**src/rtl/xbus_pkg.sv**
```systemverilog
package xbus_pkg;

  typedef enum logic [2:0] {
    S_IDLE,
    S_WAIT,
    S_ACK,
    S_HOLD,
    S_WEND,
    S_RTAIL,
    S_DHOLD
  } seq_st_t;

  localparam logic [1:0] MODE_NORMAL = 2'd0;
  localparam logic [1:0] MODE_PAGE   = 2'd1;
  localparam logic [1:0] MODE_EXTACK = 2'd2;
  localparam logic [1:0] MODE_READY  = 2'd3;

  function automatic logic mode_is_ext(input logic [1:0] m);
    return (m == MODE_EXTACK) || (m == MODE_READY);
  endfunction

endpackage

```
**src/rtl/xbus_ctl.sv**
```systemverilog
module xbus_ctl
  import xbus_pkg::*;
#(
  parameter int CW = 4
) (
  input  logic          clk,
  input  logic          rst_n,
  input  logic          start,
  input  logic          we_l,
  input  logic          ext_l,
  input  logic [CW-1:0] wait_l,
  input  logic [CW-1:0] hold_l,
  input  logic          ack_in_n,
  output seq_st_t       st,
  output logic          xfer
);

  seq_st_t       st_nx;
  logic [CW-1:0] cnt, cnt_nx;
  logic          cnt_en;
  seq_st_t       post_xfer_st;

  // State that follows the transfer point, skipping HOLD when no hold is set
  always_comb begin
    if (hold_l != '0)  post_xfer_st = S_HOLD;
    else if (we_l)     post_xfer_st = S_WEND;
    else               post_xfer_st = S_RTAIL;
  end

  always_comb begin
    st_nx  = st;
    cnt_nx = cnt;
    cnt_en = 1'b0;
    xfer   = 1'b0;
    unique case (st)
      S_IDLE: begin
        if (start) begin
          st_nx  = S_WAIT;
          cnt_nx = '0;
          cnt_en = 1'b1;
        end
      end
      S_WAIT: begin
        if (cnt == wait_l) begin
          if (!ext_l) begin
            st_nx = S_ACK;
          end else if (!ack_in_n) begin
            xfer   = 1'b1;
            st_nx  = post_xfer_st;
            cnt_nx = CW'(1);
            cnt_en = 1'b1;
          end
        end else begin
          cnt_nx = cnt + 1'b1;
          cnt_en = 1'b1;
        end
      end
      S_ACK: begin
        xfer   = 1'b1;
        st_nx  = post_xfer_st;
        cnt_nx = CW'(1);
        cnt_en = 1'b1;
      end
      S_HOLD: begin
        if (cnt == hold_l) begin
          st_nx = we_l ? S_WEND : S_RTAIL;
        end else begin
          cnt_nx = cnt + 1'b1;
          cnt_en = 1'b1;
        end
      end
      S_WEND:  st_nx = S_DHOLD;
      S_RTAIL: st_nx = S_IDLE;
      S_DHOLD: st_nx = S_IDLE;
      default: st_nx = S_IDLE;
    endcase
  end

  always_ff @(posedge clk or negedge rst_n) begin
    if (!rst_n) st <= S_IDLE;
    else        st <= st_nx;
  end

  always_ff @(posedge clk or negedge rst_n) begin
    if (!rst_n)      cnt <= '0;
    else if (cnt_en) cnt <= cnt_nx;
  end

endmodule

```
**src/rtl/xbus_dpath.sv**
```systemverilog
module xbus_dpath #(
  parameter int AW = 20,
  parameter int DW = 32,
  parameter int CW = 4
) (
  input  logic          clk,
  input  logic          rst_n,
  input  logic          start,
  input  logic          cap_en,
  input  logic          req_we,
  input  logic [AW-1:0] req_addr,
  input  logic [DW-1:0] req_wdata,
  input  logic [1:0]    ack_mode,
  input  logic          ack_dyn,
  input  logic [CW-1:0] wait_cnt,
  input  logic [CW-1:0] hold_cnt,
  input  logic [DW-1:0] bus_din,
  output logic          we_l,
  output logic          ext_l,
  output logic          dyn_l,
  output logic [CW-1:0] wait_l,
  output logic [CW-1:0] hold_l,
  output logic [AW-1:0] addr_l,
  output logic [DW-1:0] wdata_l,
  output logic [DW-1:0] rdata
);

  import xbus_pkg::mode_is_ext;

  always_ff @(posedge clk or negedge rst_n) begin
    if (!rst_n) begin
      we_l    <= 1'b0;
      ext_l   <= 1'b0;
      dyn_l   <= 1'b0;
      wait_l  <= '0;
      hold_l  <= '0;
      addr_l  <= '0;
      wdata_l <= '0;
    end else if (start) begin
      we_l    <= req_we;
      ext_l   <= mode_is_ext(ack_mode);
      dyn_l   <= ack_dyn;
      wait_l  <= wait_cnt;
      hold_l  <= hold_cnt;
      addr_l  <= req_addr;
      wdata_l <= req_wdata;
    end
  end

  always_ff @(posedge clk or negedge rst_n) begin
    if (!rst_n)      rdata <= '0;
    else if (cap_en) rdata <= bus_din;
  end

endmodule

```
**src/rtl/xbus_ackpin.sv**
```systemverilog
module xbus_ackpin
  import xbus_pkg::*;
(
  input  logic    clk,
  input  logic    rst_n,
  input  seq_st_t st,
  input  logic    dyn_l,
  input  logic    ext_l,
  input  logic    dyn_in,
  input  logic    last_cyc,
  output logic    ack_oe,
  output logic    ack_out_n
);

  logic busy;
  logic rel_tail;

  assign busy = (st != S_IDLE);

  // Keep the pin released for one idle cycle after an externally acknowledged access
  always_ff @(posedge clk or negedge rst_n) begin
    if (!rst_n) rel_tail <= 1'b0;
    else        rel_tail <= last_cyc & ext_l;
  end

  always_comb begin
    if (busy) ack_oe = dyn_l & ~ext_l;
    else      ack_oe = dyn_in & ~rel_tail;
  end

  assign ack_out_n = (st != S_ACK);

endmodule

```
**src/rtl/xbus_seq.sv**
```systemverilog
module xbus_seq
  import xbus_pkg::*;
#(
  parameter int AW = 20,
  parameter int DW = 32,
  parameter int CW = 4
) (
  input  logic          clk,
  input  logic          rst_n,
  input  logic          req,
  input  logic          req_we,
  input  logic [AW-1:0] req_addr,
  input  logic [DW-1:0] req_wdata,
  input  logic [1:0]    ack_mode,
  input  logic          ack_dyn,
  input  logic [CW-1:0] wait_cnt,
  input  logic [CW-1:0] hold_cnt,
  output logic          gnt,
  output logic          done,
  output logic [DW-1:0] rdata,
  output logic          ce_n,
  output logic          oe_n,
  output logic          we_n,
  output logic [AW-1:0] bus_addr,
  output logic [DW-1:0] bus_dout,
  output logic          bus_doe,
  input  logic [DW-1:0] bus_din,
  output logic          ack_out_n,
  output logic          ack_oe,
  input  logic          ack_in_n
);

  seq_st_t       st;
  logic          xfer;
  logic          start;
  logic          we_l, ext_l, dyn_l;
  logic [CW-1:0] wait_l, hold_l;
  logic          pre_xfer;

  assign gnt   = req & (st == S_IDLE);
  assign start = gnt;

  xbus_ctl #(.CW(CW)) u_ctl (
    .clk      (clk),
    .rst_n    (rst_n),
    .start    (start),
    .we_l     (we_l),
    .ext_l    (ext_l),
    .wait_l   (wait_l),
    .hold_l   (hold_l),
    .ack_in_n (ack_in_n),
    .st       (st),
    .xfer     (xfer)
  );

  xbus_dpath #(.AW(AW), .DW(DW), .CW(CW)) u_dp (
    .clk       (clk),
    .rst_n     (rst_n),
    .start     (start),
    .cap_en    (xfer & ~we_l),
    .req_we    (req_we),
    .req_addr  (req_addr),
    .req_wdata (req_wdata),
    .ack_mode  (ack_mode),
    .ack_dyn   (ack_dyn),
    .wait_cnt  (wait_cnt),
    .hold_cnt  (hold_cnt),
    .bus_din   (bus_din),
    .we_l      (we_l),
    .ext_l     (ext_l),
    .dyn_l     (dyn_l),
    .wait_l    (wait_l),
    .hold_l    (hold_l),
    .addr_l    (bus_addr),
    .wdata_l   (bus_dout),
    .rdata     (rdata)
  );

  assign done = (st == S_RTAIL) || (st == S_DHOLD);

  xbus_ackpin u_ack (
    .clk       (clk),
    .rst_n     (rst_n),
    .st        (st),
    .dyn_l     (dyn_l),
    .ext_l     (ext_l),
    .dyn_in    (ack_dyn),
    .last_cyc  (done),
    .ack_oe    (ack_oe),
    .ack_out_n (ack_out_n)
  );

  // Strobes stay active through the transfer point and the hold cycles
  assign pre_xfer = (st == S_WAIT) || (st == S_ACK) || (st == S_HOLD);
  assign ce_n     = (st == S_IDLE);
  assign oe_n     = ~(pre_xfer & ~we_l);
  assign we_n     = ~(we_l & (pre_xfer || (st == S_WEND)));
  assign bus_doe  = we_l & (st != S_IDLE);

endmodule

```
**config.mk**
```make
export PLATFORM = sky130hd
export DESIGN_NAME = xbus_seq
export DESIGN_NICKNAME = d
export VERILOG_FILES = /design/src/rtl/xbus_pkg.sv /design/src/rtl/xbus_ctl.sv /design/src/rtl/xbus_dpath.sv /design/src/rtl/xbus_ackpin.sv /design/src/rtl/xbus_seq.sv
export SDC_FILE = /design/constraint.sdc
export NUM_CORES = 1
export LEC_CHECK = 0
export ABC_CLOCK_PERIOD_IN_PS = 7100
export BUFFER_PORTS_ARGS = -buffer_cell sky130_fd_sc_hd__buf_4
export CORE_ASPECT_RATIO = 1.2
export CORE_MARGIN = 2
export CORE_UTILIZATION = 50
export CTS_CLUSTER_DIAMETER = 80
export DETAILED_ROUTE_END_ITERATION = 6
export HOLD_SLACK_MARGIN = 0.02
export PLACE_DENSITY = 0.93
export SYNTH_ARGS = -nofsm -noshare
export SYNTH_HDL_FRONTEND = slang
export SYNTH_SLANG_ARGS = --single-unit
```
**constraint.sdc**
```tcl
create_clock -name clk -period 7.1 [get_ports clk]
set_clock_uncertainty 0.2 [all_clocks]
set_input_delay 0.71 -clock clk [delete_from_list [all_inputs] [get_ports clk]]
set_output_delay 0.71 -clock clk [all_outputs]
set_load 0.05 [all_outputs]
```
==> impl_metrics.toml <==
[status]
outcome = "completed"

[cts]
clockBufferDepth = 2
tritoncts = "done"
ctsHoldBuffers = 0
cts.sinks = 103
clk_pin_slew_ns = 0.08
root_buffer = "clkbuf_8"
cts_buffers = 9
htreeDepth = 3
cts_resized = 0
clock_latency_ns = 0.35
post_cts_buffers = 0

[place]
hpwlAfterDp_um = 7460
globalplace.congestion = 0.859
io_buffers = 190
preCtsSetupSlack_ns = 4.17

[critical_path]
start_kind = "flip-flop"
rrSetupSlack_ns = 4.15
worstSetupPathType = "flip-flop to primary output"
required_ns = 6.19
crit_path_end_kind = "primary output"
crit_fanout = 15
cp.arrival_ns = 2.12

[synth]
synthFlopType = "dfrtp_1"
synthesis.area_um2 = 4240
syn_avg_cell_area_um2 = 15.0
ys_seq_area_frac = 0.608
ys_types = 40
synth_fp_nets = 384
synth_top_cell_by_area = "dfrtp_1"
synth-seq-cells = 103
synth_edf_count = 0
netlist_instances = 283
synthTopCellsByArea = "dfrtp_1, mux2_2, mux2_1"
yosysTopAreaCellShare = 0.608
yosysWarnings = 0
synth-async-reset-ratio = 1.00

[route]
wl_per_cell_um = 16.4
route.vias.total = 3011
drc = 0
viasPerCell = 5.09
ant_nets = 0
drtIter0Drc = 83
drt-total-wl_um = 9700
first_pass_iters = 4

[final_layout]
mostFrequentLayoutCell = "buf_4"
final_cell_mix = "buf_4, dfrtp_1, mux2_2"
antennaDiodeCount = 0
drive_gt1_frac = 0.577
nets = 575
syn_to_final_growth_pct = 39.8

[timing]
final_max_slew_viol_count = 0
finalCritPeriodShare = 0.427
grt_setup_unrepaired = "false"
finalSetupTns_ns = 0
hold_viol_final = 0
worstMarginPinSlew_ns = 0.772
relSlewSlack = 0.486
setup_viol = 0
fin_crit_ns = 3.03
setup_slack_ns = 4.07
fmax_mhz = 330

[die]
rows = 36
ioPinCount = 192
chipHeight_um = 105
initial_utilization = 0.517
die_x_um = 88.0
dieArea_um2 = 9230
core_um2 = 8200

[flow_run]
drv_cap = 0

[global_route]
grt_pass1_vias = 3303
grt_overflow = 0
antenna_found_initial = 0
grt_pass1_wl_um = 15300
grt.total_usage = 0.213
grt_max_degree = 64

[hold_path]
hp-class = "input pin to async pin"
## state kept, by name, indices dropped and copies added, names as in the netlist
signal,count
u_ack.rel_tail,1
u_ctl.cnt,4
u_ctl.st,3
u_dp.addr_l,20
u_dp.dyn_l,1
u_dp.ext_l,1
u_dp.hold_l,4
u_dp.rdata,32
u_dp.wait_l,4
u_dp.wdata_l,32
u_dp.we_l,1
## critical path, cell delays in order (launching register included)
cell and delay, ns:
dfrtp_1 0.54, or2_2 0.41, nor2_1 0.36, and2_2 0.26
buf_4 0.21
## worst paths after layout
check	endpoint	cells past startpoint	from
max	gnt	4	u_ctl.st[0]$_DFFE_PN0P_
min	u_dp.rdata[19]$_DFFE_PN0P_	1	rst_n
max reg2reg	u_dp.addr_l[3]$_DFFE_PN0P_	5	u_ctl.st[0]$_DFFE_PN0P_
min reg2reg	u_dp.rdata[28]$_DFFE_PN0P_	1	u_dp.rdata[28]$_DFFE_PN0P_
max in group asynchronous	u_dp.rdata[21]$_DFFE_PN0P_	2	rst_n
min in group clk	u_dp.rdata[28]$_DFFE_PN0P_	1	u_dp.rdata[28]$_DFFE_PN0P_
## cell usage after synthesis (2+ instances only)
library cell	number
dfrtp_1	103
mux2_2	65
mux2_1	30
xor2_1	8
buf_2	7
nor2_1	7
o21ai_0	4
a21oi_1	3
and2_1	3
buf_6	3
clkbuf_1	3
inv_1	3
nand3_1	3
nor2b_1	3
or3_1	3
a211oi_1	2
a21boi_0	2
a22o_1	2
nand2_1	2
nand2b_1	2
nand3b_1	2
nor3b_1	2
nor4_1	2
o211ai_1	2
o21a_1	2
## stage by stage
stage / cell area [um^2] / cells / util / hold slack, ns
floorplan: 4240 / 283 / - / 0.214
global placement: 5750 / 577 / 0.701 / 0.269
detailed placement: 5750 / 577 / 0.701 / 0.276
CTS: 5920 / 592 / 0.723 / 0.173
global route: 5920 / 592 / 0.723 / 0.206
finish: 5920 / 592 / 0.723 / 0.166
## cell type report
type                    instances  area [um^2]
repair buffers                193         1450
inverters                       3         11.3
clock inverters                 2         16.3
multi-input cells             164         1570
flip-flops and latches        103         2580
well taps                     114          143
fillers                       568         2270
clock buffers                  13          159
## kinds of logic after synthesis
group | synth area share
DFF | 0.608
muxes | 0.253
and+or+nand+nor | 0.0514
AOI/OAI and AO/OA | 0.0443
buffers and inverters | 0.0216
xor gates and xnor gates | 0.0165
adders and majority gates | 0.00532
## routing by layer
metal,global-route usage,up-vias,wire [um]
met5,0,-,0
met3,0.0616,26,885
met4,0.105,0,282
li1,-,1402,-
met2,0.369,158,4980
met1,0.235,1425,3550
Power is not shown: default switching activity piles up to over one toggle a cycle in this logic, so the estimate is an artifact.
